--- src/rtl/wdg_pkg.sv ---
package wdg_pkg;
  localparam int PRE_W   = 4;
  localparam int PRE_MAX = 7;                // largest timed prescale code
  localparam logic [PRE_W-1:0] PRE_IMM = PRE_W'(PRE_MAX + 1);
  localparam logic [PRE_W-1:0] PRE_RST = PRE_W'(1);

  typedef struct packed {
    logic [PRE_W-1:0] pre;
    logic             irq_mode;
    logic             status;
    logic             en;
  } wdg_cfg_t;
endpackage

--- src/rtl/wdg_guard.sv ---
module wdg_guard (
  input  logic clk,
  input  logic rst,
  input  logic retire_i,
  input  logic arm_i,
  input  logic wr_i,
  output logic unlock_o,
  output logic accept_o
);
  logic unlock_q;

  assign accept_o = retire_i & wr_i & unlock_q;
  assign unlock_o = unlock_q;

  always_ff @(posedge clk) begin
    if (rst)
      unlock_q <= 1'b0;
    else if (accept_o)
      unlock_q <= 1'b0;
    else if (retire_i)
      unlock_q <= arm_i;
  end


  lost_unlock_chk: assert property (@(posedge clk) disable iff (rst)
    (retire_i && !arm_i) |=> !unlock_q);


  consumed_unlock_chk: assert property (@(posedge clk) disable iff (rst)
    accept_o |=> !unlock_q);
endmodule

--- src/rtl/wdg_counter.sv ---
module wdg_counter
  import wdg_pkg::*;
#(
  parameter int BASE_SHIFT = 9
) (
  input  logic             clk,
  input  logic             rst,
  input  logic             tick_i,
  input  logic             en_i,
  input  logic             restart_i,
  input  logic             hold_i,
  input  logic [PRE_W-1:0] pre_i,
  output logic             expire_o
);
  localparam int CNT_W = BASE_SHIFT + PRE_MAX;

  logic [CNT_W-1:0] cnt_q;
  logic [CNT_W-1:0] last_m;
  logic             timed;
  logic             timed_hit;
  logic             instant;

  always_comb begin
    timed  = (int'(pre_i) <= PRE_MAX);
    last_m = timed ? CNT_W'((64'd1 << (BASE_SHIFT + int'(pre_i))) - 64'd1) : '0;
    timed_hit = timed && tick_i && (cnt_q == last_m);
    instant   = (pre_i == PRE_IMM);
    expire_o  = en_i && !restart_i && !hold_i && (timed_hit || instant);
  end

  always_ff @(posedge clk) begin
    if (rst)
      cnt_q <= '0;
    else if (!en_i || restart_i || expire_o)
      cnt_q <= '0;
    else if (tick_i && timed)
      cnt_q <= cnt_q + 1'b1;
  end


  reserved_quiet_chk: assert property (@(posedge clk) disable iff (rst)
    (int'(pre_i) > PRE_MAX + 1) |-> !expire_o);


  cnt_bound_chk: assert property (@(posedge clk) disable iff (rst)
    (en_i && timed) |-> (cnt_q <= last_m));


  idle_zero_chk: assert property (@(posedge clk) disable iff (rst)
    !en_i |=> (cnt_q == '0));
endmodule

--- src/rtl/wdg_respond.sv ---
module wdg_respond (
  input  logic clk,
  input  logic rst,
  input  logic expire_i,
  input  logic irq_mode_i,
  input  logic irq_ack_i,
  output logic rst_req_o,
  output logic irq_req_o
);
  always_ff @(posedge clk) begin
    if (rst) begin
      rst_req_o <= 1'b0;
      irq_req_o <= 1'b0;
    end else begin
      rst_req_o <= expire_i & ~irq_mode_i;
      irq_req_o <= (expire_i & irq_mode_i) | (irq_req_o & ~irq_ack_i);
    end
  end


  rst_pulse_chk: assert property (@(posedge clk) disable iff (rst)
    rst_req_o |=> !rst_req_o);


  irq_hold_chk: assert property (@(posedge clk) disable iff (rst)
    (irq_req_o && !irq_ack_i) |=> irq_req_o);
endmodule

--- src/rtl/guarded_wdt.sv ---
module guarded_wdt
  import wdg_pkg::*;
#(
  parameter int BASE_SHIFT = 9
) (
  input  logic       clk,
  input  logic       rst,
  input  logic       tick_i,
  input  logic       retire_i,
  input  logic       arm_i,
  input  logic       wr_i,
  input  logic [7:0] wr_data_i,
  output logic [7:0] rd_data_o,
  input  logic       psm_evt_i,
  input  logic       irq_ack_i,
  output logic       wdt_rst_o,
  output logic       wdt_irq_o
);
  wdg_cfg_t cfg_q, cfg_d;
  logic     unlock;
  logic     accept;
  logic     expire;

  wdg_guard guard_i (
    .clk      (clk),
    .rst      (rst),
    .retire_i (retire_i),
    .arm_i    (arm_i),
    .wr_i     (wr_i),
    .unlock_o (unlock),
    .accept_o (accept)
  );

  wdg_counter #(.BASE_SHIFT(BASE_SHIFT)) counter_i (
    .clk       (clk),
    .rst       (rst),
    .tick_i    (tick_i),
    .en_i      (cfg_q.en),
    .restart_i (accept),
    .hold_i    (psm_evt_i),
    .pre_i     (cfg_q.pre),
    .expire_o  (expire)
  );

  wdg_respond respond_i (
    .clk        (clk),
    .rst        (rst),
    .expire_i   (expire),
    .irq_mode_i (cfg_q.irq_mode),
    .irq_ack_i  (irq_ack_i),
    .rst_req_o  (wdt_rst_o),
    .irq_req_o  (wdt_irq_o)
  );

  always_comb begin
    cfg_d = cfg_q;
    if (accept) begin
      cfg_d.pre      = wr_data_i[7:4];
      cfg_d.irq_mode = wr_data_i[3];
      cfg_d.status   = cfg_q.status & wr_data_i[2];
      cfg_d.en       = wr_data_i[1];
    end
    if (expire) begin
      cfg_d.status = 1'b1;
      if (!cfg_q.irq_mode) cfg_d.en = 1'b0;
    end
    if (psm_evt_i) cfg_d.en = 1'b0;
  end

  always_ff @(posedge clk) begin
    if (rst) begin
      cfg_q     <= '0;
      cfg_q.pre <= PRE_RST;
    end else begin
      cfg_q <= cfg_d;
    end
  end

  assign rd_data_o = {cfg_q, unlock};


  locked_write_chk: assert property (@(posedge clk) disable iff (rst)
    (retire_i && wr_i && !unlock && !expire && !psm_evt_i) |=> $stable(cfg_q));


  status_set_chk: assert property (@(posedge clk) disable iff (rst)
    expire |=> cfg_q.status);


  reset_mode_off_chk: assert property (@(posedge clk) disable iff (rst)
    (expire && !cfg_q.irq_mode) |=> !cfg_q.en);
endmodule

--- config.mk ---
export PLATFORM = sky130hd
export DESIGN_NAME = guarded_wdt
export DESIGN_NICKNAME = d
export VERILOG_FILES = /design/src/rtl/wdg_pkg.sv /design/src/rtl/wdg_guard.sv /design/src/rtl/wdg_counter.sv /design/src/rtl/wdg_respond.sv /design/src/rtl/guarded_wdt.sv
export SDC_FILE = /design/constraint.sdc
export NUM_CORES = 1
export LEC_CHECK = 0
export BUFFER_PORTS_ARGS = -buffer_cell sky130_fd_sc_hd__buf_4
export CAP_MARGIN = 5
export CORE_ASPECT_RATIO = 0.6
export CORE_MARGIN = 5
export CORE_UTILIZATION = 55
export CTS_BUF_LIST = sky130_fd_sc_hd__clkbuf_4 sky130_fd_sc_hd__clkbuf_8
export DETAILED_ROUTE_END_ITERATION = 12
export GPL_TIMING_DRIVEN = 1
export MAX_ROUTING_LAYER = met4
export PLACE_DENSITY = 0.78
export SYNTH_ARGS = -nofsm -noshare
export SYNTH_HDL_FRONTEND = slang
export SYNTH_SLANG_ARGS = --single-unit
--- constraint.sdc ---
create_clock -name clk -period 2.62 [get_ports clk]
set_input_delay 0.262 -clock clk [delete_from_list [all_inputs] [get_ports clk]]
set_output_delay 0.262 -clock clk [all_outputs]
set_load 0.02 [all_outputs]
==> results of run 1 <==
[registers in the layout (all words and copies together) (netlist names)]
name / flops
counter_i.cnt_q: 16
guard_i.unlock_o: 1
rd_data_o: 7
respond_i.irq_req_o: 1
respond_i.rst_req_o: 1
[stage by stage]
| stage | area [µm²] | std cells |
|---|---|---|
| 4_1_cts | 1690 | 229 |
| 6_report | 1690 | 229 |
| 2_1_floorplan | 1530 | 181 |
| 3_5_place_dp | 1650 | 226 |
| 3_3_place_gp | 1650 | 226 |
| 5_1_grt | 1690 | 229 |
[power breakdown]
part / internal, mW / switching (mW)
clock: 0.103 / 0.119
combinational: 0.0306 / 0.0276
sequential: 0.397 / 0.00491
[path summary, 6_finish.rpt]
kind / end / cells past startpoint / start
worst min register to register: rd_data_o[2] / 2 / rd_data_o[2]
worst max-delay path: counter_i.cnt_q[2] / 7 / rd_data_o[6]
worst max register to register: counter_i.cnt_q[2] / 7 / rd_data_o[6]
worst min-delay path: rd_data_o[4] / 3 / wr_data_i[4]
[cell families (layout without fill, tap and decap cells)]
kind of cell / after synthesis / in the layout / share of synthesized area
compound gates: 28 / 28 / 0.141
xor+xnor: 17 / 17 / 0.0974
fa+ha+maj: 2 / 2 / 0.0164
buf+inv: 17 / 33 / 0.0876
flops: 26 / 26 / 0.340
mux: 2 / 2 / 0.0131
other cells: 1 / 2 / 0.00245
simple gates: 87 / 87 / 0.302
[placed cells by master (no fill, tap or decap), types with 6 or more instances in the layout]
master / netlist / layout
buf_4: 3 / 27
nand2b_1: 6 / 6
xor2_1: 9 / 9
nand4_1: 6 / 6
nand3_1: 8 / 8
nor3_1: 21 / 21
dfxtp_1: 26 / 26
a21oi_1: 9 / 9
nand2_1: 22 / 22
xnor2_1: 8 / 8
[cell type report]
cell class | instances | area [µm²] | area share
tap | 32 | 40.0 | 0.0236
clock buffer | 3 | 41.3 | 0.0244
inverter | 3 | 11.3 | 0.00665
timing repair buffer | 27 | 203 | 0.120
multi-input combinational | 138 | 878 | 0.518
sequential | 26 | 520 | 0.307
[worst max-delay path, stage by stage, from the launching register on]
cell,delay [ns]
dfxtp_1,0.60
nand4b_1,0.17
xnor2_1,0.17
nor4_1,0.24
nand4_1,0.26
o31ai_4,0.27
buf_4,0.24
nor3_1,0.08
[metal layers]
metal | global-route usage | part of all wire
met4 | 0.0169 | 0
met1 | 0.257 | 0.48
met5 | - | 0
met3 | 0.0491 | 0.070
met2 | 0.275 | 0.45
==> out/metrics.yaml, run 1 <==
outcome:
  outcome: "completed"
clock_tree:
  cts_htree_levels: 1
  root_buffer: "clkbuf_8"
  cts_tree: "yes"
  clockBufferDepth: 2
  clk_latency_ns: 0.27
  post_cts_resized: 0
  numCtsBuffers: 3
  cts_setup_buffers: 0
  clock_sinks: 26
  postCtsHoldBufs: 0
  cts.clk_slew.worst_paths_ns: 0.08
placed_design:
  routabilityCongestion: 0.826
  pre_cts_slack_ns: 0.515
  hpwl_um: 2590
  io_buffers: 24
layout:
  final_core_util: 0.658
  drive_gt1_frac: 0.173
  area_growth_pct: 10.8
  fin_nets: 217
  fillers: 228
  diodes: 0
timing:
  grt_setup_unrepaired: "no"
  final.min_clock_period_ns: 2.17
  maxSlewHeadroom: 0.628
  fmax_mhz: 461
  tightest_slew_ns: 0.558
  hold_slack_ns: 0.206
  fin_tns_setup_ns: 0
  setup_viol_count_final: 0
  finalHoldViolations: 0
  period_share: 0.828
  skew_ns: 0.00519
  slew_violations: 0
  setup_ws_ns: 0.450
route:
  drt-vias-per-instance: 5.85
  drc_errors: 0
  firstDrtPassIters: 4
  wirelength_um: 3410
  drtAntennaViolNets: 0
  routedWlPerCell_um: 14.9
  drtIter0Drc: 133
  via_count: 1340
floorplanning:
  core_um2: 2570
  fp.dieH_um: 50.8
  chipWidth_um: 78.1
  row_count: 14
  dieArea_um2: 3970
  pin_count: 26
  initial_core_util: 0.594
logic_synthesis:
  syn_area_per_cell_um2: 8.49
  async_flop_share: 0
  synth_largest_area_cell: "dfxtp_1"
  synthCells: 180
  ys_seq_elements: 26
  synth_top_cells_by_count: "26 x dfxtp_1, 22 x nand2_1, 21 x nor3_1"
  synth.most_common_cell: "dfxtp_1"
  netlist_area_um2: 1530
  synth-edff-count: 0
  synth_top_cell_area_share: 0.340
  yosys-top-cells-area: "dfxtp_1 34%, nor3_1 6.9%, nand2_1 5.4%, xor2_1 5.2%, xnor2_1 4.6%"
  ys_seq_area_frac: 0.340
  yosysWarnings: 0
  ys.flop_type: "dfxtp_1"
  ys_types: 46
grt:
  grt_pass1_wl_um: 5750
  grt_use_total: 0.183
  grt_pass1_vias: 1216
  antenna_found_initial: 0
  grt_max_degree: 17
  overflow: 0
worst_hold_path:
  hold_class: "primary input to register"
worst_setup_path:
  end_kind: "register"
  cp-start-kind: "register"
  critPathMaxFanout: 16
  cp.required_ns: 2.75
  reg2reg_slack_ns: 0.45
  path_class: "register to register"
  critPathArrivalTime_ns: 2.31
power_and_ir_drop:
  worst_ir_drop_vdd_uv: 253
  p_leak_nw: 0.598
  p_total_mw: 0.682
  powerDensity_nw_per_um2: 402
job:
  maxCapViolations: 0
(Power assumes the default switching activity.)
==> inputs of run 2 (changes only) <==
- ABC_AREA: not set -> 1
- clock period: 2.62 -> 2.18 ns (I/O delays scaled with it)
==> run 2 against run 1 <==
Compared with the run above:
- cell count rose by 23%
- clock power rose by 84%
- synthesized area rose by 1.3%
- global-route usage rose by 1.0 points
- maximum frequency rose by 18%
- utilization rose by 3.7 points
- combinational power rose by 60%
- highest routed layer is now met4
- count of clock-buffer cells in the layout did not move
- largest cell class unchanged
- design area rose by 6.3%
==> out/metrics.yaml, run 2 <==
grt:
  antenna_found_initial: 0
  grt_pass1_wl_um: 6000
  grt_use_total: 0.193
  grt_pass1_vias: 1296
  overflow: 0
  grt_max_degree: 17
floorplanning:
  core_um2: 2590
  fp.dieH_um: 51.1
  row_count: 14
  pin_count: 26
  chipWidth_um: 78.5
  dieArea_um2: 4010
  initial_core_util: 0.597
clock_tree:
  postCtsHoldBufs: 0
  post_cts_resized: 0
  cts_tree: "yes"
  root_buffer: "clkbuf_8"
  clockBufferDepth: 2
  cts_setup_buffers: 0
  numCtsBuffers: 3
  clock_sinks: 26
  cts_htree_levels: 1
  cts.clk_slew.worst_paths_ns: 0.09
  clk_latency_ns: 0.28
timing:
  slew_violations: 0
  fmax_mhz: 545
  fin_tns_setup_ns: 0
  final.min_clock_period_ns: 1.84
  grt_setup_unrepaired: "no"
  period_share: 0.842
  finalHoldViolations: 0
  setup_viol_count_final: 0
  skew_ns: 0.00299
layout:
  area_growth_pct: 16.2
  fillers: 236
  drive_gt1_frac: 0.172
  instances_no_fill: 282
  largest_reg_flops: 16
  final_cell_mix: "45 x nand2_1, 34 x nor2_1, 28 x inv_1"
  ff_latch_area_um2: 520
  multi_input_area_um2: 870
  largest_register: "counter_i.cnt_q"
  diodes: 0
  layout_commonest_cell: "nand2_1"
  fin_nets: 269
logic_synthesis:
  synth_largest_area_cell: "dfxtp_1"
  synth.most_common_cell: "nand2_1"
  ys_types: 29
  yosysWarnings: 0
  yosys-top-cells-area: "dfxtp_1 34%, nand2_1 11%, nor2_1 8.2%, xor2_1 7.9%, inv_1 6.8%"
  synth_top_cell_area_share: 0.336
  netlist_area_um2: 1550
  ys.flop_type: "dfxtp_1"
  ys_seq_elements: 26
  synth_top_cells_by_count: "45 x nand2_1, 34 x nor2_1, 28 x inv_1"
  ys_seq_area_frac: 0.336
  synthCells: 227
  syn_area_per_cell_um2: 6.82
  synth-edff-count: 0
  async_flop_share: 0
route:
  drc_errors: 0
  firstDrtPassIters: 4
  drt-vias-per-instance: 5.14
  routedWlPerCell_um: 12.4
  drtAntennaViolNets: 0
  wirelength_um: 3500
  via_count: 1449
  drtIter0Drc: 123
power_and_ir_drop:
  power.net_switching_mw: 0.219
  p_leak_nw: 0.770
  p_seq_frac: 0.491
  worst_ir_drop_vdd_uv: 344
  powerDensity_nw_per_um2: 547
  combPwrFrac: 0.095
  clkPwrFrac: 0.414
  p_int_mw: 0.766
  switching_share: 0.222
worst_setup_path:
  critPathArrivalTime_ns: 2.01
  cp.required_ns: 2.35
  crit_slowest_cell: "dfxtp_1"
  path_cells: "nor2_1 -> nand2_1 -> nand2_1 -> nand2_1 -> nor2_1 -> nand2_1 -> nor2_1 -> nand3_1 -> nand2_2 -> nand2_2 -> nand2_4 -> nor2_1"
  path_class: "register to register"
  critPathTopFamily: "simple AND/OR/NAND/NOR gates"
  cp-start-kind: "register"
  max_stage_delay_ns: 0.41
  cp_num_buf_inv: 0
  critPathMaxFanout: 16
  end_kind: "register"
placed_design:
  io_buffers: 24
  routabilityCongestion: 0.826
  place_inst: 278
  hpwl_um: 2710
job:
  maxCapViolations: 0
worst_hold_path:
  hold_class: "primary input to register"
outcome:
  outcome: "completed"
==> run 2: changes by cell type after synthesis, sizes merged, moves of 5 or more <==
cell	before	now
and3	5	0
inv	3	29
nand2	22	51
nand2b	6	0
nand3	8	17
nor2	5	38
nor3	21	8
o21ai	3	12
xnor2	8	1
xor2	9	14
==> run 2: final cells by class <==
| class | instances | share of cell area |
|---|---|---|
| flip-flops and latches | 26 | 0.289 |
| inverters | 29 | 0.0618 |
| repair buffers | 25 | 0.104 |
| clock inverters | 1 | 0.0167 |
| multi-input cells | 166 | 0.483 |
| clock buffers | 3 | 0.0229 |
| well taps | 32 | 0.0222 |
==> run 2: path summary, 6_finish.rpt <==
path                       startpoint                   to  slack, ns  cells past startpoint
hold reg to reg   respond_i.irq_req_o  respond_i.irq_req_o       0.49                      2
hold / removal                    rst  respond_i.rst_req_o       0.15                      2
setup reg to reg         rd_data_o[7]  counter_i.cnt_q[13]       0.34                     12
setup / recovery         rd_data_o[7]  counter_i.cnt_q[13]       0.34                     12
==> run 2: logic make-up after synthesis <==
| logic type | synth area share |
|---|---|
| AO/OA/AOI/OAI | 0.0848 |
| AND/OR/NAND/NOR | 0.364 |
| flip-flops | 0.336 |
| XOR/XNOR | 0.0848 |
| multiplexers | 0.00646 |
| buffers and inverters | 0.105 |
| other | 0.00242 |
| adder cells (fa/ha/maj) | 0.0162 |
==> run 2: power groups by stage <==
stage,logic [mW],registers (mW),clock network (mW)
4_1_cts,0.0925,0.484,0.415
6_report,0.0933,0.484,0.408
2_1_floorplan,0.0557,0.496,0
3_3_place_gp,0.0889,0.495,0
3_5_place_dp,0.0907,0.495,0
5_1_grt,0.103,0.485,0.445
==> run 2: per-stage QoR <==
| step | instance area, µm² | total power [mW] | hold slack [ns] | setup WS [ns] | util |
|---|---|---|---|---|---|
| 2_1_floorplan | 1550 | 0.552 | 0.287 | 0.459 | - |
| 3_3_place_gp | 1730 | 0.584 | 0.436 | 0.396 | 0.667 |
| 3_5_place_dp | 1730 | 0.586 | 0.441 | 0.366 | 0.667 |
| 4_1_cts | 1800 | 0.992 | 0.150 | 0.331 | 0.694 |
| 5_1_grt | 1800 | 1.03 | 0.146 | 0.129 | 0.694 |
| 6_report | 1800 | 0.985 | 0.150 | 0.344 | 0.694 |
==> run 2: worst register-to-register path: stages, from the launching register on <==
cell     delay, ns
dfxtp_1       0.41
nor2_1        0.25
nand2_1       0.12
nand2_1       0.07
nand2_1       0.05
nor2_1        0.12
nand2_1       0.09
nor2_1        0.10
nand3_1       0.10
nand2_2       0.09
nand2_2       0.08
nand2_4       0.18
nor2_1        0.07
==> run 2: routing by layer <==
layer | vias to the layer above | track usage | wire length, µm
met5 | - | - | 0
li1 | 760 | - | -
met3 | 2 | 0.0509 | 222
met1 | 646 | 0.296 | 1900
met4 | 0 | 0.0174 | 6
met2 | 41 | 0.256 | 1370
